==> config.mk <==
export PLATFORM = sky130hd
export DESIGN_NAME = sflash_rom_bridge
export DESIGN_NICKNAME = d
export VERILOG_FILES = /design/src/rtl/sfb_pkg.sv /design/src/rtl/sfb_clkdiv.sv /design/src/rtl/sfb_shifter.sv /design/src/rtl/sflash_rom_bridge.sv
export SDC_FILE = /design/constraint.sdc
export NUM_CORES = 1
export LEC_CHECK = 0
export BUFFER_PORTS_ARGS = -buffer_cell sky130_fd_sc_hd__buf_2
export CELL_PAD_IN_SITES_DETAIL_PLACEMENT = 1
export CELL_PAD_IN_SITES_GLOBAL_PLACEMENT = 1
export CORE_MARGIN = 2
export CORE_UTILIZATION = 38
export CTS_BUF_LIST = sky130_fd_sc_hd__clkbuf_8 sky130_fd_sc_hd__clkbuf_16
export DETAILED_ROUTE_END_ITERATION = 8
export HOLD_SLACK_MARGIN = 0.03
export MAX_ROUTING_LAYER = met4
export PLACE_DENSITY = 0.68
export SLEW_MARGIN = 10
export SYNTH_ARGS = -nofsm -noshare
export SYNTH_HDL_FRONTEND = slang
export SYNTH_HIERARCHICAL = 1
export SYNTH_SLANG_ARGS = --single-unit
==> constraint.sdc <==
create_clock -name clk -period 2.2 [get_ports clk]
set_clock_uncertainty 0.15 [all_clocks]
set_input_delay 0.11 -clock clk [delete_from_list [all_inputs] [get_ports clk]]
set_output_delay 0.11 -clock clk [all_outputs]
set_load 0.01 [all_outputs]
==> src/rtl/sfb_pkg.sv <==
// Shared definitions for the SPI flash read bridge.
// Assumes one serial engine shared by the memory path and the raw path.
package sfb_pkg;
    localparam logic [7:0] CMD_READ   = 8'h03;
    localparam int         FL_ADDR_W  = 24;
    localparam int         XFER_BYTES = 8;   // command, 3 address bytes, 4 data bytes

    typedef enum logic [1:0] {
        ST_IDLE = 2'd0,   // chip select high, nothing running
        ST_MEM  = 2'd1,   // memory-window read sequence
        ST_RAW  = 2'd2,   // one raw byte being shifted
        ST_HOLD = 2'd3    // raw sequence open, chip select held low
    } brg_state_t;
endpackage

==> src/rtl/sfb_clkdiv.sv <==
// Tick generator for the serial clock.
// Emits a one-cycle tick every DIV_MAIN or DIV_ALT cycles while run is high.
// Each tick marks one SCK half period. Assumes both divisors are at least 2.
module sfb_clkdiv #(
    parameter int DIV_MAIN = 2,
    parameter int DIV_ALT  = 7
) (
    input  logic clk,
    input  logic rst_n,
    input  logic run,
    input  logic alt_sel,
    output logic tick
);
    localparam int DMAX = (DIV_MAIN > DIV_ALT) ? DIV_MAIN : DIV_ALT;
    localparam int CW   = $clog2(DMAX + 1);

    logic [CW-1:0] cnt;
    logic [CW-1:0] lim;

    // Pick the terminal count for the active divisor.
    always_comb lim = alt_sel ? CW'(DIV_ALT - 1) : CW'(DIV_MAIN - 1);

    // Count system cycles and pulse once per half period.
    always_ff @(posedge clk) begin
        if (!rst_n || !run) begin
            cnt  <= '0;
            tick <= 1'b0;
        end else if (cnt == lim) begin
            cnt  <= '0;
            tick <= 1'b1;
        end else begin
            cnt  <= cnt + 1'b1;
            tick <= 1'b0;
        end
    end

    // Ticks are never back to back, so each half period is at least two cycles.
    assert_tick_gap_R5: assert property (@(posedge clk) disable iff (!rst_n)
        tick |=> !tick);
endmodule

==> src/rtl/sfb_shifter.sv <==
// Mode-0 byte shifter.
// On start it sends tx_byte MSB first while sampling miso on each rising SCK edge,
// then pulses done with the received byte. Assumes start is only given while idle.
module sfb_shifter (
    input  logic       clk,
    input  logic       rst_n,
    input  logic       start,
    input  logic [7:0] tx_byte,
    input  logic       tick,
    input  logic       miso,
    output logic       sck,
    output logic       mosi,
    output logic       busy,
    output logic       done,
    output logic [7:0] rx_byte
);
    logic [7:0] sh;
    logic [2:0] bitn;

    // Load, then alternate rising (sample) and falling (shift) edges on each tick.
    always_ff @(posedge clk) begin
        if (!rst_n) begin
            sh      <= '0;
            bitn    <= '0;
            sck     <= 1'b0;
            mosi    <= 1'b0;
            busy    <= 1'b0;
            done    <= 1'b0;
            rx_byte <= '0;
        end else begin
            done <= 1'b0;
            if (start) begin
                sh   <= tx_byte;
                mosi <= tx_byte[7];
                bitn <= '0;
                sck  <= 1'b0;
                busy <= 1'b1;
            end else if (busy && tick) begin
                if (!sck) begin
                    sck     <= 1'b1;
                    rx_byte <= {rx_byte[6:0], miso};
                end else begin
                    sck <= 1'b0;
                    if (bitn == 3'd7) begin
                        busy <= 1'b0;
                        done <= 1'b1;
                    end else begin
                        sh   <= {sh[6:0], 1'b0};
                        mosi <= sh[6];
                        bitn <= bitn + 1'b1;
                    end
                end
            end
        end
    end

    // The serial clock rests low whenever no byte is in flight.
    assert_sck_rest_low_R10: assert property (@(posedge clk) disable iff (!rst_n)
        !busy |-> !sck);
endmodule

==> src/rtl/sflash_rom_bridge.sv <==
// SPI flash read bridge.
// Memory-window reads add OFFSET and fetch one big-endian word with command 0x03.
// Raw byte requests drive the bus without translation. One engine serves both;
// an open raw sequence blocks reads, and on a tie an idle read wins.
// Assumes requesters hold valid until their ready pulse.
module sflash_rom_bridge #(
    parameter logic [31:0] OFFSET   = 32'h0005_0000,
    parameter int          DIV_MAIN = 2,
    parameter int          DIV_ALT  = 7
) (
    input  logic        clk,
    input  logic        rst_n,
    input  logic        rd_valid,
    input  logic [31:0] rd_addr,
    output logic        rd_ready,
    output logic [31:0] rd_data,
    input  logic        raw_valid,
    input  logic [7:0]  raw_tx,
    input  logic        raw_last,
    output logic        raw_ready,
    output logic [7:0]  raw_rx,
    input  logic        clk_sel,
    output logic        spi_sck,
    output logic        spi_cs_n,
    output logic        spi_mosi,
    input  logic        spi_miso
);
    import sfb_pkg::*;

    localparam int IW = $clog2(XFER_BYTES);

    brg_state_t           st;
    logic [IW-1:0]        idx;
    logic [FL_ADDR_W-1:0] fl_addr;
    logic [23:0]          acc;
    logic                 last_q;
    logic                 sh_start;
    logic [7:0]           sh_tx;
    logic [7:0]           next_tx;
    logic [31:0]          sum;
    logic                 tick, busy, done;
    logic [7:0]           rx;

    sfb_clkdiv #(.DIV_MAIN(DIV_MAIN), .DIV_ALT(DIV_ALT)) u_div (
        .clk(clk), .rst_n(rst_n), .run(busy), .alt_sel(clk_sel), .tick(tick)
    );

    sfb_shifter u_shf (
        .clk(clk), .rst_n(rst_n), .start(sh_start), .tx_byte(sh_tx), .tick(tick),
        .miso(spi_miso), .sck(spi_sck), .mosi(spi_mosi), .busy(busy),
        .done(done), .rx_byte(rx)
    );

    // Translate the bus address into the flash window.
    always_comb sum = rd_addr + OFFSET;

    // Choose the byte that follows the one just finished in a memory read.
    always_comb begin
        case (idx)
            IW'(0):  next_tx = fl_addr[23:16];
            IW'(1):  next_tx = fl_addr[15:8];
            IW'(2):  next_tx = fl_addr[7:0];
            default: next_tx = 8'h00;
        endcase
    end

    // Sequence memory reads and raw bytes over the shared engine.
    always_ff @(posedge clk) begin
        if (!rst_n) begin
            st        <= ST_IDLE;
            idx       <= '0;
            fl_addr   <= '0;
            acc       <= '0;
            last_q    <= 1'b0;
            sh_start  <= 1'b0;
            sh_tx     <= '0;
            spi_cs_n  <= 1'b1;
            rd_ready  <= 1'b0;
            rd_data   <= '0;
            raw_ready <= 1'b0;
            raw_rx    <= '0;
        end else begin
            sh_start  <= 1'b0;
            rd_ready  <= 1'b0;
            raw_ready <= 1'b0;
            case (st)
                ST_IDLE: begin
                    if (rd_valid) begin
                        fl_addr  <= sum[FL_ADDR_W-1:0];
                        spi_cs_n <= 1'b0;
                        sh_tx    <= CMD_READ;
                        sh_start <= 1'b1;
                        idx      <= '0;
                        st       <= ST_MEM;
                    end else if (raw_valid) begin
                        spi_cs_n <= 1'b0;
                        sh_tx    <= raw_tx;
                        sh_start <= 1'b1;
                        last_q   <= raw_last;
                        st       <= ST_RAW;
                    end
                end
                ST_HOLD: begin
                    if (raw_valid) begin
                        sh_tx    <= raw_tx;
                        sh_start <= 1'b1;
                        last_q   <= raw_last;
                        st       <= ST_RAW;
                    end
                end
                ST_RAW: begin
                    if (done) begin
                        raw_rx    <= rx;
                        raw_ready <= 1'b1;
                        if (last_q) begin
                            spi_cs_n <= 1'b1;
                            st       <= ST_IDLE;
                        end else begin
                            st <= ST_HOLD;
                        end
                    end
                end
                ST_MEM: begin
                    if (done) begin
                        acc <= {acc[15:0], rx};
                        if (idx == IW'(XFER_BYTES - 1)) begin
                            rd_data  <= {acc, rx};
                            rd_ready <= 1'b1;
                            spi_cs_n <= 1'b1;
                            st       <= ST_IDLE;
                        end else begin
                            idx      <= idx + 1'b1;
                            sh_tx    <= next_tx;
                            sh_start <= 1'b1;
                        end
                    end
                end
                default: st <= ST_IDLE;
            endcase
        end
    end

    // Mode 0: clock low while deselected.
    assert_sck_idle_R10: assert property (@(posedge clk) disable iff (!rst_n)
        spi_cs_n |-> !spi_sck);
    // Mode 0: data only moves while the clock is low.
    assert_mosi_setup_R10: assert property (@(posedge clk) disable iff (!rst_n)
        !$stable(spi_mosi) |-> !spi_sck);
    // Read answer coincides with chip select release and lasts one cycle.
    assert_ready_after_xfer_R4: assert property (@(posedge clk) disable iff (!rst_n)
        rd_ready |-> (spi_cs_n && !busy));
    assert_ready_pulse_R4: assert property (@(posedge clk) disable iff (!rst_n)
        rd_ready |=> !rd_ready);
    // An open raw sequence keeps memory reads waiting.
    assert_stall_in_hold_R8: assert property (@(posedge clk) disable iff (!rst_n)
        (st == ST_HOLD) |-> (!rd_ready && !spi_cs_n));
    // The two answers never share a cycle.
    assert_one_answer_R9: assert property (@(posedge clk) disable iff (!rst_n)
        !(rd_ready && raw_ready));
endmodule

# ---- Yosys cells after proc, flatten, opt, wreduce, memory -nomap -nowiden
# Index checks and enable logic that the tools add are counted.
dict set report word_totals {
  regBits 132
}
dict set report op_classes {
  addsub 4
  eq_ne 17
  muxes 50
  bitwise 5
  reduce_logical 31
}
# operator n
set op_table {}
lappend op_table {{one-hot mux 8 bit (3 select lines)} 2}
lappend op_table {{2-to-1 mux 8 bit} 4}
lappend op_table {{2-to-1 mux 7 bit} 4}
lappend op_table {{2-to-1 mux 1 bit} 25}
lappend op_table {{adder 24 x 19 -> 24 bit (second input constant)} 1}
lappend op_table {{AND reduction 3 bit} 8}
lappend op_table {{2-to-1 mux 2 bit} 6}
lappend op_table {{2-to-1 mux 3 bit} 4}
lappend op_table {{!= test 2 bit (second input constant)} 6}
lappend op_table {{AND reduction 2 bit} 5}
lappend op_table {{nonzero test 2 bit} 5}
lappend op_table {{adder 3 x 1 -> 3 bit (second input constant)} 3}
lappend op_table {{one-hot mux 2 bit (4 select lines)} 1}
lappend op_table {{== test 3 bit (second input constant)} 2}
lappend op_table {{one-hot mux 1 bit (3 select lines)} 2}
lappend op_table {{one-hot mux 3 bit (2 select lines)} 1}
lappend op_table {{AND reduction 6 bit} 1}
lappend op_table {{nonzero test 3 bit} 2}
lappend op_table {{inverter 1 bit} 5}
lappend op_table {{== test 2 bit (second input constant)} 2}
lappend op_table {{!= test 2 x 1 -> 1 bit (second input constant)} 2}
lappend op_table {{AND reduction 4 bit} 1}
lappend op_table {{OR reduction 2 bit} 2}
lappend op_table {{OR reduction 4 bit} 1}
lappend op_table {{11 further kinds} 12}

# ---- Depth between registers and ports, before layout
# Gate-level depths: netlist (run 1).
dict set report depth {
  depth_word 5
  ltp_mapped 8
  depth_no_buf 6
}

# ---- Hierarchy
# The synthesis (run 1) kept the hierarchy.
# module instances cells_per_inst area_per_inst_um2 seq_area_each_um2
set by_module_without_submodules {}
lappend by_module_without_submodules {sflash_rom_bridge 1 536 4525.6 2122.0}
lappend by_module_without_submodules {sfb_shifter 1 86 888.4 440.4}
lappend by_module_without_submodules {sfb_clkdiv 1 13 185.2 80.1}

# ---- Least setup slack after synthesis (run 1)
# No wires, ideal clock.
dict set report synth_timing {
  kind {register -> register}
  start {register idx[0]}
  end {register idx[2]}
  setup_ns 0.116
  arrival_ns 1.476
  required_time_ns 1.934
  path_slack_ns 0.458
  stages_incl_launch_ff 7
  period_less_slack_ns 1.742
  cell_sequence {dfxtp_1 > ha_1 > ha_1 > nand2b_1 > a211oi_4 > mux2i_1 > nor2b_1}
}
dict set report synth_via {
  elab_chain_len 4
  elab_cells_between_ends 7
  cone_classes {add/sub: 1; eq/ne: 2; mux: 3; reduce/logical: 1}
}
# item line
set synth_rtl {}
lappend synth_rtl {{start: declaration} sflash_rom_bridge.sv:33} ;# logic [IW-1:0] idx;
lappend synth_rtl {{start signal: assignment} sflash_rom_bridge.sv:132} ;# idx <= idx + 1'b1;
lappend synth_rtl {{adder 3 x 1 -> 3 bit} sflash_rom_bridge.sv:132}
lappend synth_rtl {{2-to-1 mux 3 bit} sflash_rom_bridge.sv:126} ;# if (idx == IW'(XFER_BYTES - 1)) begin
lappend synth_rtl {{2-to-1 mux 3 bit} sflash_rom_bridge.sv:124} ;# if (done) begin
lappend synth_rtl {{one-hot mux 3 bit (2 select lines)} sflash_rom_bridge.sv:86} ;# case (st)
# Parallel ways exist; a longest one is shown, timed or not. The select of a mux whose other input is x is not followed.
# A chain may end at the register's enable or synchronous reset.

# ---- Worst setup path in the final report (run 1)
dict set report layout_timing {
  start {register st[0]}
  end {register fl_addr[1]}
}
dict set report layout_via {
  elab_chain_len 2
}
# item line
set layout_rtl {}
lappend layout_rtl {{start: declaration} sflash_rom_bridge.sv:32} ;# brg_state_t st;
lappend layout_rtl {{start signal: assignment} sflash_rom_bridge.sv:70} ;# st <= ST_IDLE;
lappend layout_rtl {{start signal: assignment} sflash_rom_bridge.sv:94} ;# st <= ST_MEM;
lappend layout_rtl {{start signal: assignment} sflash_rom_bridge.sv:100} ;# st <= ST_RAW;
lappend layout_rtl {{zero test 2 bit} sflash_rom_bridge.sv:86}
lappend layout_rtl {{AND reduction 2 bit (no source line)} n/a}
lappend layout_rtl {{end signal: assignment} sflash_rom_bridge.sv:89} ;# fl_addr <= sum[FL_ADDR_W-1:0];
lappend layout_rtl {{end: declaration} sflash_rom_bridge.sv:34} ;# logic [FL_ADDR_W-1:0] fl_addr;
# No other way between the ends.

==> results_dict.tcl, run 1 <==
set metrics [dict create \
    status "completed" \
    clkTransAtPathRegs_ns 0.05 \
    setup-tns-final_ns 0 \
    arrival_ns 2.14 \
    crit_chain "inv_1 > ha_1 > nand2_1 > buf_4 > nand2_1 > a21boi_0" \
    grt_pass1_vias 5110 \
    io_buffers 83 \
    cts_root_buffer "clkbuf_16" \
    grt_max_degree 62 \
    clk_path_buf_depth 2 \
    slew_headroom_pct 72.4 \
    worst_slew_pin_slew_ns 0.414 \
    grtUsageTotal_pct 20.0 \
    cts_resized 0 \
    place_area_um2 6200 \
    holdWs_ns 0.0593 \
    max_stage_delay_ns 0.41 \
    drive_gt1_share_pct 17.8 \
    cts_max_level 4 \
    finalSetupViolCount 0 \
    switchingPower_mw 2.04 \
    ys_ff_latch 132 \
    ys.flop_type "dfxtp_1" \
    max_freq_ghz 0.510 \
    critPathLaunchType "flip-flop" \
    cts_setup_buffers 0 \
    hpwl_um 9550 \
    grt_pass1_wl_um 24900 \
    drc_errors 0 \
    boundaryPins 92 \
    initial_core_util_pct 38.7 \
    viasPerCell 5.10 \
    syn-num-nets 697 \
    worst-path-buf-inv 2 \
    ant_nets 0 \
    finalHoldViolations 0 \
    yosysTopAreaCellShare_pct 47.2 \
    p_int_mw 4.92 \
    ys_seq_area_share_pct 47.2 \
    row_count 44 \
    wl_per_cell_um 15.6 \
    routed_wl_um 14700 \
    powerDensity_nw_per_um2 971 \
    design.core.area_um2 14500 \
    path_delay_family "flip-flops" \
    max_cap_viol_count 0 \
    switching_share_pct 29.3 \
    ir_worst_vdd_uv 585 \
    hold_class "in2reg" \
    place_inst 875 \
    async_flop_share_pct 0 \
    cts_tree "built" \
    crit_required_ns 2.38 \
    final_max_slew_viol_count 0 \
    nNetsFinal 810 \
    area_growth_pct 28.0 \
    post-route-period-util_pct 89.1 \
    syn_avg_cell_area_um2 8.82 \
    clock-sinks 132 \
    synth_largest_area_cell "dfxtp_1" \
    rsz0062_at_grt "no" \
    cp_slowest_cell "dfxtp_1" \
    synth_area_leaders "dfxtp_1 47%, nand2_1 11%, a21boi_0 10%" \
    critPathKind "reg2reg" \
    comb_power_share_pct 19.6 \
    syn_area_um2 5600 \
    ys_top_cells_by_count "171 x nand2_1, 132 x dfxtp_1, 76 x a21boi_0" \
    design.die.area_um2 15700 \
    gp_congestion 0.797 \
    instances_no_fill 944 \
    cp_max_fo 14 \
    clock_latency_ns 0.43 \
    antenna_found_initial 0 \
    overflow 0 \
    power.leakage_nw 2.88 \
    die_width_um 125 \
    cts_hold_buf 38 \
    vias 4815 \
    drtPass1Iterations 4 \
    period_needed_ns 1.96 \
    die_h_um 125 \
    syn_inst 635 \
    drt_iter0_markers 239 \
    n_antenna_cell 0 \
    final_cell_area_um2 7160 \
    clkPwrFrac_pct 40.3 \
    yosysUniqueCellTypes 44 \
    yosys_warnings 6 \
    critPathCaptureType "flip-flop" \
    synth_edf_count 0 \
    seqPwrFrac_pct 40.1 \
    numCtsBuffers 17 \
    crit_top_cell "nand2_1" \
    yosysMostFrequentCell "nand2_1" \
]
placed cells by master (no fill, tap or decap), types with 6 or more instances in the layout:
cell           netlist  routed
buf_4                1      11
dlygate4sd3_1        0      38
a21oi_1             16      16
nor2_1              25      25
nand3_1             11      11
buf_2               18      83
nor2b_1             15      15
a21boi_1             9       9
o21ai_0             24      24
and2_1               6       6
nand2_1            171     171
clkbuf_16            0      17
dfxtp_1            132     132
inv_1                6       6
mux2i_1             28      28
a222oi_1             8       8
nor3_1               7       7
a21boi_0            76      76
o22ai_1              6       6
ha_1                15      15
power groups by stage:
stage               clock network, mW  registers [mW]  logic [mW]
floorplan                           0            2.79       0.930
global placement                    0            2.82        1.25
detailed placement                  0            2.84        1.30
CTS                              2.85            2.79        1.37
global route                     2.96            2.81        1.54
finish                           2.80            2.79        1.36
routing by layer:
layer	GRT usage (%)	wire length [µm]	share of wire (%)
met4	7.19	255	1.7
met3	4.75	505	3.4
met5	-	0	0
met1	22.5	6460	44
met2	34.8	7470	51
worst reg2reg max path, cell delays in order, from the launching register on:
cell      delay (ns)
dfxtp_1         0.41
inv_1           0.12
ha_1            0.32
nand2_1         0.32
buf_4           0.26
nand2_1         0.09
a21boi_0        0.21
flip-flops by register name (all words and copies together) (netlist names):
signal and flops:
spi_cs_n 1, u_div/tick 1, u_shf/sh 7, u_shf/sck 1, u_div/cnt 3, u_shf/busy 1, fl_addr 24, idx 3
st 2, acc 24, u_shf/mosi 1, sh_tx 8, sh_start 1, last_q 1, u_shf/rx_byte 8, raw_rx 8
rd_data 32, rd_ready 1, raw_ready 1, u_shf/bitn 3, u_shf/done 1
path summary, 6_finish.rpt:
path | startpoint | to | slack, ns | cells after the start
max | st[0] | fl_addr[1] | 0.24 | 6
min | rd_addr[17] | fl_addr[17] | 0.06 | 4
max reg2reg | st[0] | fl_addr[1] | 0.24 | 6
min reg2reg | rd_data[9] | rd_data[9] | 0.30 | 2
metrics by stage:
stage               utilization, %  total power, mW  setup WS, ns
finish                        49.5             6.96         0.241
floorplan                        -             3.72         0.458
CTS                           49.5             7.01         0.233
global placement              42.8             4.07         0.351
detailed placement            42.8             4.14         0.253
global route                  49.5             7.31        0.0695
kinds of logic (layout without fill, tap and decap cells):
family	count (synthesis)	in the layout	share of synthesized area, %
AOI/OAI and AO/OA	154	154	19.6
xor gates and xnor gates	9	9	1.41
adders and majority gates	15	15	3.35
buffers and inverters	47	172	3.75
DFF	132	132	47.2
muxes	28	28	5.01
and+or+nand+nor	250	250	19.7
layout make-up:
| class | instances | area, µm² |
|---|---|---|
| Multi-Input combinational cell | 456 | 2750 |
| Inverter | 6 | 22.5 |
| Fill cell | 1706 | 7310 |
| Clock buffer | 19 | 453 |
| Sequential cell | 132 | 2640 |
| Tap cell | 184 | 230 |
| Clock inverter | 12 | 131 |
| Timing Repair Buffer | 135 | 938 |
No activity file was read; power rests on OpenSTA's default activity.
==> inputs of run 2 (changes only) <==
- clock period: 2.2 -> 1.9 ns (I/O delays scaled with it)
==> run 2 against run 1 <==
Compared with the run above: clock-buffer cell count is the same; die area is the same; critical path depth grew 1; utilization grew 0.92 points; via count shrank 0.71%; global-route usage shrank 0.51 points; worst setup slack lost 0.15 ns; non-clock buffer count grew 6; sequential share of layout area shrank 0.64 points; hold slack gained 0.24 ns; power grew 17%; first-iteration DRC count shrank 7.5%.
==> results_dict.tcl, run 2 (synthesis gave the netlist of run 1 again) <==
set metrics [dict create \
    worstReg2RegStart "idx[0]" \
    min_path_cells 2 \
    cp_slowest_cell "dlygate4sd3_1" \
    ir_worst_vdd_uv 609 \
    nNetsFinal 816 \
    io_buffers 83 \
    finalHoldViolations 0 \
    clock-sinks 132 \
    grt_pass1_wl_um 24100 \
    reg2reg_slack_ns 0.11 \
    rr_worst_depth 6 \
    crit_top_cell "dlygate4sd3_1" \
    crit_required_ns 2.05 \
    initial_core_util_pct 38.7 \
    die_width_um 125 \
    cp_max_fo 3 \
    arrival_ns 1.97 \
    area_growth_pct 30.3 \
    powerDensity_nw_per_um2 1110 \
    drc_errors 0 \
    multi_input_area_um2 2790 \
    worst_slew_pin_slew_ns 0.443 \
    cts_max_level 4 \
    post-route-util_pct 50.4 \
    switchingPower_mw 2.37 \
    row_count 44 \
    die_h_um 125 \
    finalSetupViolCount 0 \
    finalWorstSetupSlack_ns 0.0871 \
    cts_setup_buffers 0 \
    max_cap_viol_count 0 \
    status "completed" \
    holdPathEnd "rd_data[27]" \
    gp_congestion 0.833 \
    final_cell_area_um2 7300 \
    reg.largest.list "rd_data: 32 flops, acc: 24 flops, fl_addr: 24 flops" \
    drt_iter0_markers 221 \
    grtUsageTotal_pct 19.5 \
    slew_headroom_pct 70.4 \
    clock_latency_ns 0.42 \
    routed_wl_um 14700 \
    largest_reg_flops 32 \
    crit_chain "dlygate4sd3_1 > buf_2 > ha_2 > o2111ai_2 > xor2_1 > dlygate4sd3_1 > a21oi_1" \
    comb_power_share_pct 20.4 \
    place_area_um2 6230 \
    antenna_found_initial 0 \
    post-route-period-util_pct 95.4 \
    most-common-layout-cells "171 x nand2_1, 130 x dfxtp_1, 83 x buf_2, 76 x a21boi_0, 41 x dlygate4sd3_1" \
    grt_max_degree 126 \
    period_needed_ns 1.81 \
    min-delay-start "acc[19]" \
    seqPwrFrac_pct 39.8 \
    final_max_slew_viol_count 0 \
    holdWs_ns 0.304 \
    cts_tree "built" \
    hold_class "reg2reg" \
    numCtsBuffers 17 \
    clkPwrFrac_pct 39.8 \
    critPathCaptureType "flip-flop" \
    critPathLaunchType "input port" \
    ant_nets 0 \
    design.die.area_um2 15700 \
    r2r_end "idx[1]" \
    detailedPlace.worstSlack_ns 0.0417 \
    switching_share_pct 29.1 \
    cts_root_buffer "clkbuf_16" \
    viasPerCell 5.03 \
    p_int_mw 5.76 \
    path_delay_family "buffers and inverters" \
    rsz0062_at_grt "yes" \
    power.leakage_nw 2.93 \
    clkTransAtPathRegs_ns 0.06 \
    grt_pass1_vias 5037 \
    overflow 0 \
    drtPass1Iterations 6 \
    clk_path_buf_depth 2 \
    max_freq_ghz 0.552 \
    fill_cells 1679 \
    hpwl_um 9430 \
    n_antenna_cell 0 \
    boundaryPins 92 \
    wl_per_cell_um 15.5 \
    mostFrequentLayoutCell "nand2_1" \
    top_register "rd_data" \
    worst-path-buf-inv 3 \
    drive_gt1_share_pct 19.8 \
    max_stage_delay_ns 0.57 \
    vias 4781 \
    critPathKind "in2reg" \
    regArea_um2 2650 \
    design.core.area_um2 14500 \
]
==> run 2: changes by cell type in the layout (fill, tap and decap cells not counted), moves of 2 or more <==
| cell | delta |
|---|---|
| ha_1 | -4 |
| ha_2 | +4 |
| dlygate4sd3_1 | +3 |
| nand2b_1 | -2 |
| dfxtp_2 | +2 |
| dfxtp_1 | -2 |
==> run 2: worst reg2reg max path, stage by stage, from the launching register on <==
cell,delay (ns)
dfxtp_1,0.34
ha_1,0.20
ha_1,0.22
nand2b_4,0.17
a211oi_4,0.31
mux2i_1,0.21
and2_1,0.13
==> run 2: per-stage QoR <==
step / power [mW] / setup TNS, ns / std cells
final: 8.13 / 0 / 951
after global routing: 8.56 / -0.0258 / 951
after CTS: 8.18 / 0 / 950
after detailed placement: 4.83 / 0 / 877
after global placement: 4.74 / 0 / 877
after floorplan: 4.30 / 0 / 635
==> run 2: timing repair <==
action | 4_1_cts | 5_1_grt
hold buffers | 41 | 0
gates resized for setup | 0 | 15
hold endpoints to repair | 40 | 0
endpoints found under the setup margin | 0 | 34
==> run 2: how the worst max path moves through the flow <==
stage / start / to / cells after the start
2_1_floorplan: idx[0] / idx[2] / 6
3_5_place_dp: idx[0] / idx[2] / 6
6_report: rd_addr[16] / fl_addr[22] / 7
5_1_grt: idx[0] / sh_tx[6] / 6
4_1_cts: idx[0] / idx[2] / 6
3_3_place_gp: idx[0] / idx[1] / 6
==> run 2: layout make-up <==
class | count | area share (%)
clock buffer | 19 | 6.21
clock inverter | 13 | 1.82
inverter | 6 | 0.309
multi-input combinational | 456 | 38.3
sequential | 132 | 36.2
tap | 184 | 3.16
timing repair buffer | 141 | 14.0
==> run 2: power by group through the flow <==
stage | clock network, mW | logic, mW | registers (mW)
floorplan | 0 | 1.08 | 3.23
global placement | 0 | 1.47 | 3.28
detailed placement | 0 | 1.54 | 3.29
CTS | 3.32 | 1.62 | 3.23
global route | 3.44 | 1.85 | 3.27
finish | 3.24 | 1.66 | 3.24
==> run 2: routing by layer <==
metal  GRT usage, %  routed length (µm)  up-vias
met5              -                   0        -
met2           34.6                7680       72
li1               -                   -     2395
met3           5.13                 399       14
met1           21.4                6430     2300
met4           6.14                 187        0
==> inputs of run 3 (changes only) <==
- RECOVER_POWER: unset -> 25
==> run 3 against run 2 <==
Compared with the run above: cell count unchanged; power about the same; critical path type unchanged; via count about the same; routed wire length up 0.22%; non-clock buffer count unchanged; maximum frequency down 1.1%; worst setup slack worse by 0.020 ns; hold slack about the same; sequential share of layout area up 0.27 points; clock-buffer cell count unchanged.
==> results_dict.tcl, run 3 (synthesis gave the netlist of run 1 again) <==
set metrics [dict create \
    powerDensity_nw_per_um2 1120 \
    ir_worst_vdd_uv 608 \
    n_antenna_cell 0 \
    design.core.area_um2 14500 \
    drc_errors 0 \
    grtUsageMet3_pct 5.13 \
    boundaryPins 92 \
    die_width_um 125 \
    path_depth 7 \
    wl_per_cell_um 15.5 \
    gp_congestion 0.833 \
    cts_root_buffer "clkbuf_16" \
    cp_max_fo 3 \
    power.leakage_nw 2.74 \
    drive_gt1_share_pct 14.2 \
    final_max_slew_viol_count 0 \
    post-route-period-util_pct 96.4 \
    area_growth_pct 29.4 \
    ant_nets 0 \
    antenna_found_initial 0 \
    clock-sinks 132 \
    grt_pass1_vias 5037 \
    slew_headroom_pct 70.6 \
    clkTransAtPathRegs_ns 0.06 \
    crit_top_cell "dlygate4sd3_1" \
    finalHoldViolations 0 \
    grt.busiest_layer "met2" \
    use_met2_pct 34.6 \
    routed_wl_um 14700 \
    worst-path-buf-inv 3 \
    critPathKind "in2reg" \
    hpwl_um 9430 \
    design.die.area_um2 15700 \
    period_needed_ns 1.83 \
    holdWs_ns 0.304 \
    row_count 44 \
    rsz0062_at_grt "yes" \
    io_buffers 83 \
    max_cap_viol_count 0 \
    max_freq_ghz 0.546 \
    finalWorstSetupSlack_ns 0.0675 \
    die_h_um 125 \
    overflow 0 \
    arrival_ns 1.99 \
    largest_reg_flops 32 \
    drtPass1Iterations 6 \
    viasPerCell 5.03 \
    reg.largest.list "rd_data: 32 flops, acc: 24 flops, fl_addr: 24 flops" \
    grt_max_degree 126 \
    clock_latency_ns 0.42 \
    cts_setup_buffers 0 \
    critPathCaptureType "flip-flop" \
    use_met1_pct 21.4 \
    instances_no_fill 951 \
    finalSetupViolCount 0 \
    grtUsageTotal_pct 19.5 \
    hold_class "reg2reg" \
    critPathLaunchType "input port" \
    place_inst 877 \
    cts_max_level 4 \
    vias 4783 \
    path_delay_family "buffers and inverters" \
    fill_cells 1693 \
    cts_tree "built" \
    worst_slew_pin_slew_ns 0.442 \
    min_path_cells 2 \
    grt_pass1_wl_um 24100 \
    rr_worst_depth 6 \
    status "completed" \
    clk_path_buf_depth 2 \
    most-common-layout-cells "171 x nand2_1, 130 x dfxtp_1, 76 x a21boi_0, 43 x clkbuf_1, 41 x dlygate4sd3_1" \
    numCtsBuffers 17 \
    top_register "rd_data" \
    cp_slowest_cell "dlygate4sd3_1" \
    initial_core_util_pct 38.7 \
    crit_chain "dlygate4sd3_1 > buf_2 > ha_2 > o2111ai_2 > xor2_1 > dlygate4sd3_1 > a21oi_1" \
    detailedPlace.worstSlack_ns 0.0417 \
    drt_iter0_markers 206 \
    mostFrequentLayoutCell "nand2_1" \
    nNetsFinal 816 \
    crit_required_ns 2.05 \
    max_stage_delay_ns 0.58 \
]
## run 3: changes by cell type in the layout (fill, tap and decap cells not counted)
cell / delta
buf_2: -43
clkbuf_1: +43
## run 3: cell type report
cell class	instances	area [µm²]	share of cell area, %
clock inverter	13	133	1.83
inverter	6	22.5	0.311
tap	184	230	3.18
sequential	132	2650	36.5
multi-input combinational	456	2790	38.6
clock buffer	19	453	6.25
timing repair buffer	141	967	13.4
## run 3: tightest hold or removal path, delay by kind of cell (launching register included)
family | cells | cell delay [ns]
AND/OR/NAND/NOR | 1 | 0.05
flip-flops | 1 | 0.31
AO/OA/AOI/OAI | 1 | 0.05
## run 3: where the power goes
group | total, mW | switching [mW] | internal, mW
logic | 1.65 | 0.927 | 0.724
registers | 3.24 | 0.196 | 3.04
clock network | 3.24 | 1.25 | 1.99
## run 3: final timing paths
path,startpoint,end,slack [ns]
hold / removal,acc[19],rd_data[27],0.30
hold reg to reg,acc[19],rd_data[27],0.30
setup / recovery,rd_addr[16],fl_addr[22],0.07
setup reg to reg,idx[0],idx[2],0.11
## run 3: through the flow
stage | setup TNS (ns) | instance area, µm² | total power [mW] | util [%]
after global routing | -0.0258 | 7240 | 8.55 | 50.0
after detailed placement | 0 | 6230 | 4.83 | 43.0
after global placement | 0 | 6230 | 4.74 | 43.0
after CTS | 0 | 7220 | 8.18 | 49.9
final | 0 | 7240 | 8.13 | 50.0
after floorplan | 0 | 5600 | 4.30 | -
## run 3: metal layers
metal / part of all wire (%) / vias to the layer above
met2: 52 / 80
met3: 2.9 / 14
li1: - / 2393
met4: 1.3 / 0
met5: 0 / -
met1: 44 / 2296
## run 3: what timing repair did
action / in CTS / in global routing
hold buffers: 41 / 0
endpoints found under the hold margin: 40 / 0
gates resized for setup: 0 / 15
endpoints found under the setup margin: 0 / 34
